**config.mk**
```make
export PLATFORM = sky130hd
export DESIGN_NAME = pci_txn_monitor
export DESIGN_NICKNAME = d
export VERILOG_FILES = /design/src/rtl/pci_mon_pkg.sv /design/src/rtl/pci_mon_phase.sv /design/src/rtl/pci_mon_beats.sv /design/src/rtl/pci_txn_monitor.sv
export SDC_FILE = /design/constraint.sdc
export NUM_CORES = 1
export LEC_CHECK = 0
export ABC_AREA = 1
export BUFFER_PORTS_ARGS = -buffer_cell sky130_fd_sc_hd__buf_4
export CORE_ASPECT_RATIO = 0.5
export CORE_UTILIZATION = 40
export CTS_BUF_LIST = sky130_fd_sc_hd__clkbuf_4
export CTS_CLUSTER_DIAMETER = 100
export DETAILED_ROUTE_END_ITERATION = 6
export GPL_TIMING_DRIVEN = 0
export PLACE_DENSITY_LB_ADDON = 0.3
export SLEW_MARGIN = 10
export SYNTH_ARGS = -nofsm -noshare
export SYNTH_HDL_FRONTEND = slang
export SYNTH_HIERARCHICAL = 1
export SYNTH_SLANG_ARGS = --single-unit
```
**constraint.sdc**
```tcl
create_clock -name clk -period 2 [get_ports clk]
set_input_delay 0.1 -clock clk [delete_from_list [all_inputs] [get_ports clk]]
set_output_delay 0.1 -clock clk [all_outputs]
set_load 0.02 [all_outputs]
```
**src/rtl/pci_mon_pkg.sv**
```systemverilog
package pci_mon_pkg;

  localparam int CMD_W = 4;

  typedef enum logic [CMD_W-1:0] {
    K_INT_ACK   = 4'd0,
    K_SPECIAL   = 4'd1,
    K_IO_RD     = 4'd2,
    K_IO_WR     = 4'd3,
    K_MEM_RD    = 4'd4,
    K_MEM_WR    = 4'd5,
    K_CFG_RD    = 4'd6,
    K_CFG_WR    = 4'd7,
    K_MEM_RD_M  = 4'd8,
    K_DUAL_ADDR = 4'd9,
    K_MEM_RD_L  = 4'd10,
    K_MEM_WR_I  = 4'd11,
    K_RESERVED  = 4'd15
  } cmd_kind_e;

  // Maps the raw active-low command nibble to a kind.
  function automatic cmd_kind_e decode_cmd(input logic [CMD_W-1:0] code);
    case (code)
      4'b0000: decode_cmd = K_INT_ACK;
      4'b0001: decode_cmd = K_SPECIAL;
      4'b0010: decode_cmd = K_IO_RD;
      4'b0011: decode_cmd = K_IO_WR;
      4'b0110: decode_cmd = K_MEM_RD;
      4'b0111: decode_cmd = K_MEM_WR;
      4'b1010: decode_cmd = K_CFG_RD;
      4'b1011: decode_cmd = K_CFG_WR;
      4'b1100: decode_cmd = K_MEM_RD_M;
      4'b1101: decode_cmd = K_DUAL_ADDR;
      4'b1110: decode_cmd = K_MEM_RD_L;
      4'b1111: decode_cmd = K_MEM_WR_I;
      default: decode_cmd = K_RESERVED;
    endcase
  endfunction

  function automatic logic cmd_is_reserved(input logic [CMD_W-1:0] code);
    return decode_cmd(code) == K_RESERVED;
  endfunction

  function automatic logic cmd_is_dual(input logic [CMD_W-1:0] code);
    return decode_cmd(code) == K_DUAL_ADDR;
  endfunction

endpackage

```
**src/rtl/pci_mon_phase.sv**
```systemverilog
module pci_mon_phase (
  input  logic clk,
  input  logic rst_n,
  input  logic frame_n,
  input  logic irdy_n,
  input  logic trdy_n,
  output logic start_evt,
  output logic xfer_evt,
  output logic last_evt,
  output logic abort_evt,
  output logic in_data
);

  typedef enum logic {ST_IDLE = 1'b0, ST_DATA = 1'b1} phase_e;
  phase_e state_q;

  // Events seen on the current bus clock.
  assign start_evt = (state_q == ST_IDLE) && !frame_n;
  assign xfer_evt  = (state_q == ST_DATA) && !irdy_n && !trdy_n;
  assign last_evt  = xfer_evt && frame_n;
  assign abort_evt = (state_q == ST_DATA) && frame_n && irdy_n;
  assign in_data   = (state_q == ST_DATA);

  always_ff @(posedge clk) begin
    if (!rst_n) begin
      state_q <= ST_IDLE;
    end else if (start_evt) begin
      state_q <= ST_DATA;
    end else if (last_evt || abort_evt) begin
      state_q <= ST_IDLE;
    end
  end

  // an address phase always opens a data-phase window
  assert_start_enters_data_R2: assert property (@(posedge clk) disable iff (!rst_n)
    start_evt |=> in_data);

  // after the final transfer the tracker is ready for a new address phase
  assert_last_returns_idle_R8: assert property (@(posedge clk) disable iff (!rst_n)
    last_evt |=> !in_data);

endmodule

```
**src/rtl/pci_mon_beats.sv**
```systemverilog
module pci_mon_beats #(
  parameter int BEAT_W = 16
) (
  input  logic              clk,
  input  logic              rst_n,
  input  logic              clear,
  input  logic              inc,
  output logic [BEAT_W-1:0] count_next
);

  localparam logic [BEAT_W-1:0] BEAT_MAX = {BEAT_W{1'b1}};

  logic [BEAT_W-1:0] count_q;

  function automatic logic [BEAT_W-1:0] sat_inc(input logic [BEAT_W-1:0] v);
    return (v == BEAT_MAX) ? v : v + 1'b1;
  endfunction

  always_comb begin
    if (clear)    count_next = '0;
    else if (inc) count_next = sat_inc(count_q);
    else          count_next = count_q;
  end

  always_ff @(posedge clk) begin
    if (!rst_n) count_q <= '0;
    else        count_q <= count_next;
  end

  // a full counter stays full until cleared
  assert_beats_saturate_R10: assert property (@(posedge clk) disable iff (!rst_n)
    (count_q == BEAT_MAX) && !clear |=> count_q == BEAT_MAX);

  // without an increment or clear the count holds
  assert_wait_holds_count_R7: assert property (@(posedge clk) disable iff (!rst_n)
    !inc && !clear |=> $stable(count_q));

endmodule

```
**src/rtl/pci_txn_monitor.sv**
```systemverilog
module pci_txn_monitor
  import pci_mon_pkg::*;
#(
  parameter int DATA_W = 32,
  parameter int BEAT_W = 16
) (
  input  logic                  clk,
  input  logic                  rst_n,
  input  logic [DATA_W-1:0]     bus_ad,
  input  logic [DATA_W/8-1:0]   bus_cbe_n,
  input  logic                  frame_n,
  input  logic                  irdy_n,
  input  logic                  trdy_n,
  output logic                  txn_start,
  output logic [DATA_W-1:0]     txn_addr,
  output logic [3:0]            txn_kind,
  output logic                  txn_dual,
  output logic                  xfer_valid,
  output logic [DATA_W-1:0]     xfer_data,
  output logic [DATA_W/8-1:0]   xfer_be,
  output logic                  txn_end,
  output logic [BEAT_W-1:0]     txn_beats,
  output logic                  cmd_err
);

  localparam int BE_W = DATA_W / 8;

  logic              start_evt, xfer_evt, last_evt, abort_evt, in_data;
  logic              end_evt;
  logic [BEAT_W-1:0] beats_next;
  logic [CMD_W-1:0]  cmd_code;

  function automatic logic [BE_W-1:0] lanes_of(input logic [BE_W-1:0] be_n);
    return ~be_n;
  endfunction

  assign cmd_code = bus_cbe_n[CMD_W-1:0];
  assign end_evt  = last_evt || abort_evt;

  pci_mon_phase u_phase (
    .clk       (clk),
    .rst_n     (rst_n),
    .frame_n   (frame_n),
    .irdy_n    (irdy_n),
    .trdy_n    (trdy_n),
    .start_evt (start_evt),
    .xfer_evt  (xfer_evt),
    .last_evt  (last_evt),
    .abort_evt (abort_evt),
    .in_data   (in_data)
  );

  pci_mon_beats #(.BEAT_W(BEAT_W)) u_beats (
    .clk        (clk),
    .rst_n      (rst_n),
    .clear      (start_evt),
    .inc        (xfer_evt),
    .count_next (beats_next)
  );

  always_ff @(posedge clk) begin
    if (!rst_n) begin
      txn_start  <= 1'b0;
      txn_addr   <= '0;
      txn_kind   <= 4'd0;
      txn_dual   <= 1'b0;
      xfer_valid <= 1'b0;
      xfer_data  <= '0;
      xfer_be    <= '0;
      txn_end    <= 1'b0;
      txn_beats  <= '0;
      cmd_err    <= 1'b0;
    end else begin
      txn_start  <= start_evt;
      xfer_valid <= xfer_evt;
      txn_end    <= end_evt;
      if (start_evt) begin
        txn_addr <= bus_ad;
        txn_kind <= decode_cmd(cmd_code);
        txn_dual <= cmd_is_dual(cmd_code);
        if (cmd_is_reserved(cmd_code)) cmd_err <= 1'b1;
      end
      if (xfer_evt) begin
        xfer_data <= bus_ad;
        xfer_be   <= lanes_of(bus_cbe_n);
      end
      if (end_evt) txn_beats <= beats_next;
    end
  end

  // a strobe only follows a clock with both ready signals low
  assert_xfer_needs_handshake_R6: assert property (@(posedge clk) disable iff (!rst_n)
    xfer_valid |-> $past(!irdy_n && !trdy_n));

  // a wait state never yields a strobe
  assert_wait_no_strobe_R7: assert property (@(posedge clk) disable iff (!rst_n)
    (irdy_n || trdy_n) |=> !xfer_valid);

  // an end pulse only follows a clock with FRAME# released
  assert_end_after_frame_high_R8: assert property (@(posedge clk) disable iff (!rst_n)
    txn_end |-> $past(frame_n));

  // the reserved-command flag is sticky
  assert_err_sticky_R4: assert property (@(posedge clk) disable iff (!rst_n)
    cmd_err |=> cmd_err);

  // start pulse lasts a single cycle
  assert_start_single_R2: assert property (@(posedge clk) disable iff (!rst_n)
    txn_start |=> !txn_start);

  // the dual flag only accompanies the dual-address kind
  assert_dual_kind_R5: assert property (@(posedge clk) disable iff (!rst_n)
    txn_start && txn_dual |-> txn_kind == 4'd9);

endmodule

```
==> metrics.csv <==
metric,value,unit
grt_overflow,0,
final_common_cell,nor2_1,
synth_seq_cells,110,
clock_sinks,110,
min_to,u_beats/count_q[6]$_SDFF_PN0_,
routed-wl-met3,456,um
holdPathStages,3,
h-tree-depth,3,
period_needed,1.82,ns
avgSynthCellArea,7.47,um^2
antenna_found_initial,0,
seq_area_frac_synth,47.6,%
setup_viol,0,
grt_pass1_wl,20300,um
yosys_warnings,6,
p_leak,3.06,nW
r2r_end,txn_beats[14]$_SDFFE_PN0P_,
relSlewSlack,58.6,%
synthMuxAreaShare,0,%
nets,847,
worstHoldStart,rst_n,
fp-row-count,27,
dpl-instance-area,5810,um^2
portBuffers,133,
dr_wl_met2,6120,um
root_buffer,clkbuf_4,
finalNonFillerCells,952,
core,11100,um^2
r2r-start,u_beats/count_q[1]$_SDFF_PN0_,
worst-setup-path-type,flip-flop to flip-flop,
grt_use_total,21.2,%
vias,4485,
synth_compound_area_share,10.6,%
fin_crit_sh,91.2,%
cts_tree,done,
fmax,548,MHz
ios,134,
holdWs,0.102,ns
synth_area,4630,um^2
slew_viol_final,0,
drt_pass1_iterations,4,
via_per_inst,4.71,
fp.dieH,78.0,um
ff2ff_path_depth,10,
cts_buffers,9,
drive_above_1_share,28.4,%
syn_nets,663,
routed.top_layer,met4,
most-common-layout-cells,"nor2_1 (188), buf_4 (137), dfxtp_1 (109)",
power,4.23,mW
max-vdd-ir-drop,307,uV
synth_xor_area_share,0.379,%
status,finished clean,
powerDensity,666,nW/um^2
cp_max_fo,5,
gp_congestion,0.886,
post-place-ws,-0.378,ns
synthSimpleGateAreaFrac,32.2,%
synthCells,619,
die_width,154,um
area_growth_syn_to_layout,37.4,%
hold_viol_final,0,
grt_pass1_vias,4354,
setup_tns,0,ns
synth_top_family_by_area,simple AND/OR/NAND/NOR gates,
tightest_slew,0.621,ns
ys_types,32,
cts_buffer_depth,2,
ant_nets,0,
hpwl,8760,um
drt_first_iter_violations,212,
worstPathRequired,2.36,ns
final_util,57.2,%
die-area,12000,um^2
cp-end-kind,flip-flop,
hp-class,primary input to flip-flop,
rrSetupSlack,0.18,ns
grt_max_degree,19,
cp.arrival,2.19,ns
drv_cap,0,
skew,0.0191,ns
initial_core_util,41.6,%
antenna_cells,0,
n_fill_cell,1022,
clk_latency,0.48,ns
clk_pin_slew_worst_paths,0.16,ns
fin_ws,0.177,ns
synthAdderAreaFrac,0.811,%
stdcell_area,6350,um^2
startpoint_type,flip-flop,
wl_per_cell,13.1,um
drt_wl_total,12500,um
wl_met1,5680,um
drcViolationCount,0,
dp_cells,897,
[synthesized netlist by cell type]
cell type | n | area share (%)
nor2_1 | 190 | 15
inv_1 | 51 | 4.1
a21oi_2 | 1 | 0.19
a21oi_1 | 8 | 0.87
nand2_1 | 64 | 5.2
clkbuf_2 | 4 | 0.43
nor3_1 | 1 | 0.11
o21ai_1 | 10 | 1.1
nor3b_2 | 1 | 0.27
inv_2 | 4 | 0.32
dfxtp_1 | 110 | 48
nor3_2 | 2 | 0.43
nor2_8 | 1 | 0.43
buf_1 | 1 | 0.081
nand4_4 | 1 | 0.46
nor2_4 | 5 | 1.2
ha_1 | 3 | 0.81
nand2_2 | 9 | 1.2
buf_4 | 2 | 0.32
and2_1 | 1 | 0.14
nor2_2 | 7 | 0.95
buf_6 | 4 | 0.97
nand4_1 | 3 | 0.41
clkbuf_1 | 3 | 0.24
clkbuf_8 | 1 | 0.30
xnor2_1 | 2 | 0.38
or2_2 | 2 | 0.27
nand3_1 | 19 | 2.1
o211ai_1 | 1 | 0.16
nand3_2 | 17 | 3.7
o21ai_0 | 77 | 8.3
buf_2 | 14 | 1.5
[how the worst max path moves through the flow]
stage / start / to / slack (ns) / cells after the start
2_1_floorplan: u_phase/in_data$_SDFFE_PN0P_ / txn_beats[10]$_SDFFE_PN0P_ / 0.21 / 11
3_3_place_gp: u_phase/in_data$_SDFFE_PN0P_ / txn_beats[14]$_SDFFE_PN0P_ / -0.39 / 11
3_5_place_dp: u_phase/in_data$_SDFFE_PN0P_ / txn_beats[10]$_SDFFE_PN0P_ / -0.38 / 11
4_1_cts: u_phase/in_data$_SDFFE_PN0P_ / txn_beats[13]$_SDFFE_PN0P_ / 0.03 / 13
5_1_grt: u_phase/in_data$_SDFFE_PN0P_ / txn_beats[13]$_SDFFE_PN0P_ / -0.0002 / 13
6_report: u_beats/count_q[1]$_SDFF_PN0_ / txn_beats[14]$_SDFFE_PN0P_ / 0.18 / 10
[layer usage]
layer  up-vias  GRT usage, %
met4         0          8.60
met1      2070          25.5
met5         -             0
met3        19          4.91
li1       2312             -
met2        84          37.0
[critical path: stages, from the launching register on]
cell	delay, ns
dfxtp_1	0.43
ha_2	0.27
nand3_1	0.11
nor2_2	0.18
nand2_1	0.09
nor2_1	0.16
nand2_1	0.07
nand3_1	0.15
inv_1	0.06
o21ai_0	0.15
nor2_1	0.05
[registers in the layout, indices dropped and copies added (netlist names)]
| name | cells |
|---|---|
| u_phase/in_data | 1 |
| u_beats/count_q | 16 |
| txn_dual | 1 |
| xfer_be | 4 |
| xfer_data | 32 |
| txn_start | 1 |
| xfer_valid | 1 |
| txn_addr | 32 |
| cmd_err | 1 |
| txn_kind | 4 |
| txn_end | 1 |
| txn_beats | 16 |
[cells by family after synthesis]
group                      Yosys count
and+or+nand+nor                    323
adders and majority gates            3
buffers and inverters               84
DFF                                110
xor gates and xnor gates             2
AOI/OAI and AO/OA                   97
[final cells by class]
type,instances,area (um^2),area share (%)
timing repair buffer,173,1390,21.9
clock inverter,6,72.6,1.14
sequential,110,2200,34.7
inverter,55,206,3.25
tap,145,181,2.85
clock buffer,9,67.6,1.06
multi-input combinational,425,2050,32.3
buffer,29,179,2.82
[timing repair]
action	4_1_cts	5_1_grt
buffers inserted	0	2
endpoints found under the hold margin	72	0
pin swaps	0	1
setup endpoints to repair	22	9
hold buffers	38	0
resized for setup	2	3
[where the power goes]
part / leakage, nW / internal (mW) / switching (mW)
Combinational: 2.09 / 0.325 / 0.411
Sequential: 0.900 / 2.30 / 0.0586
Clock: 0.0726 / 0.386 / 0.749
Total: 3.06 / 3.01 / 1.22
(Power assumes the default switching activity.)
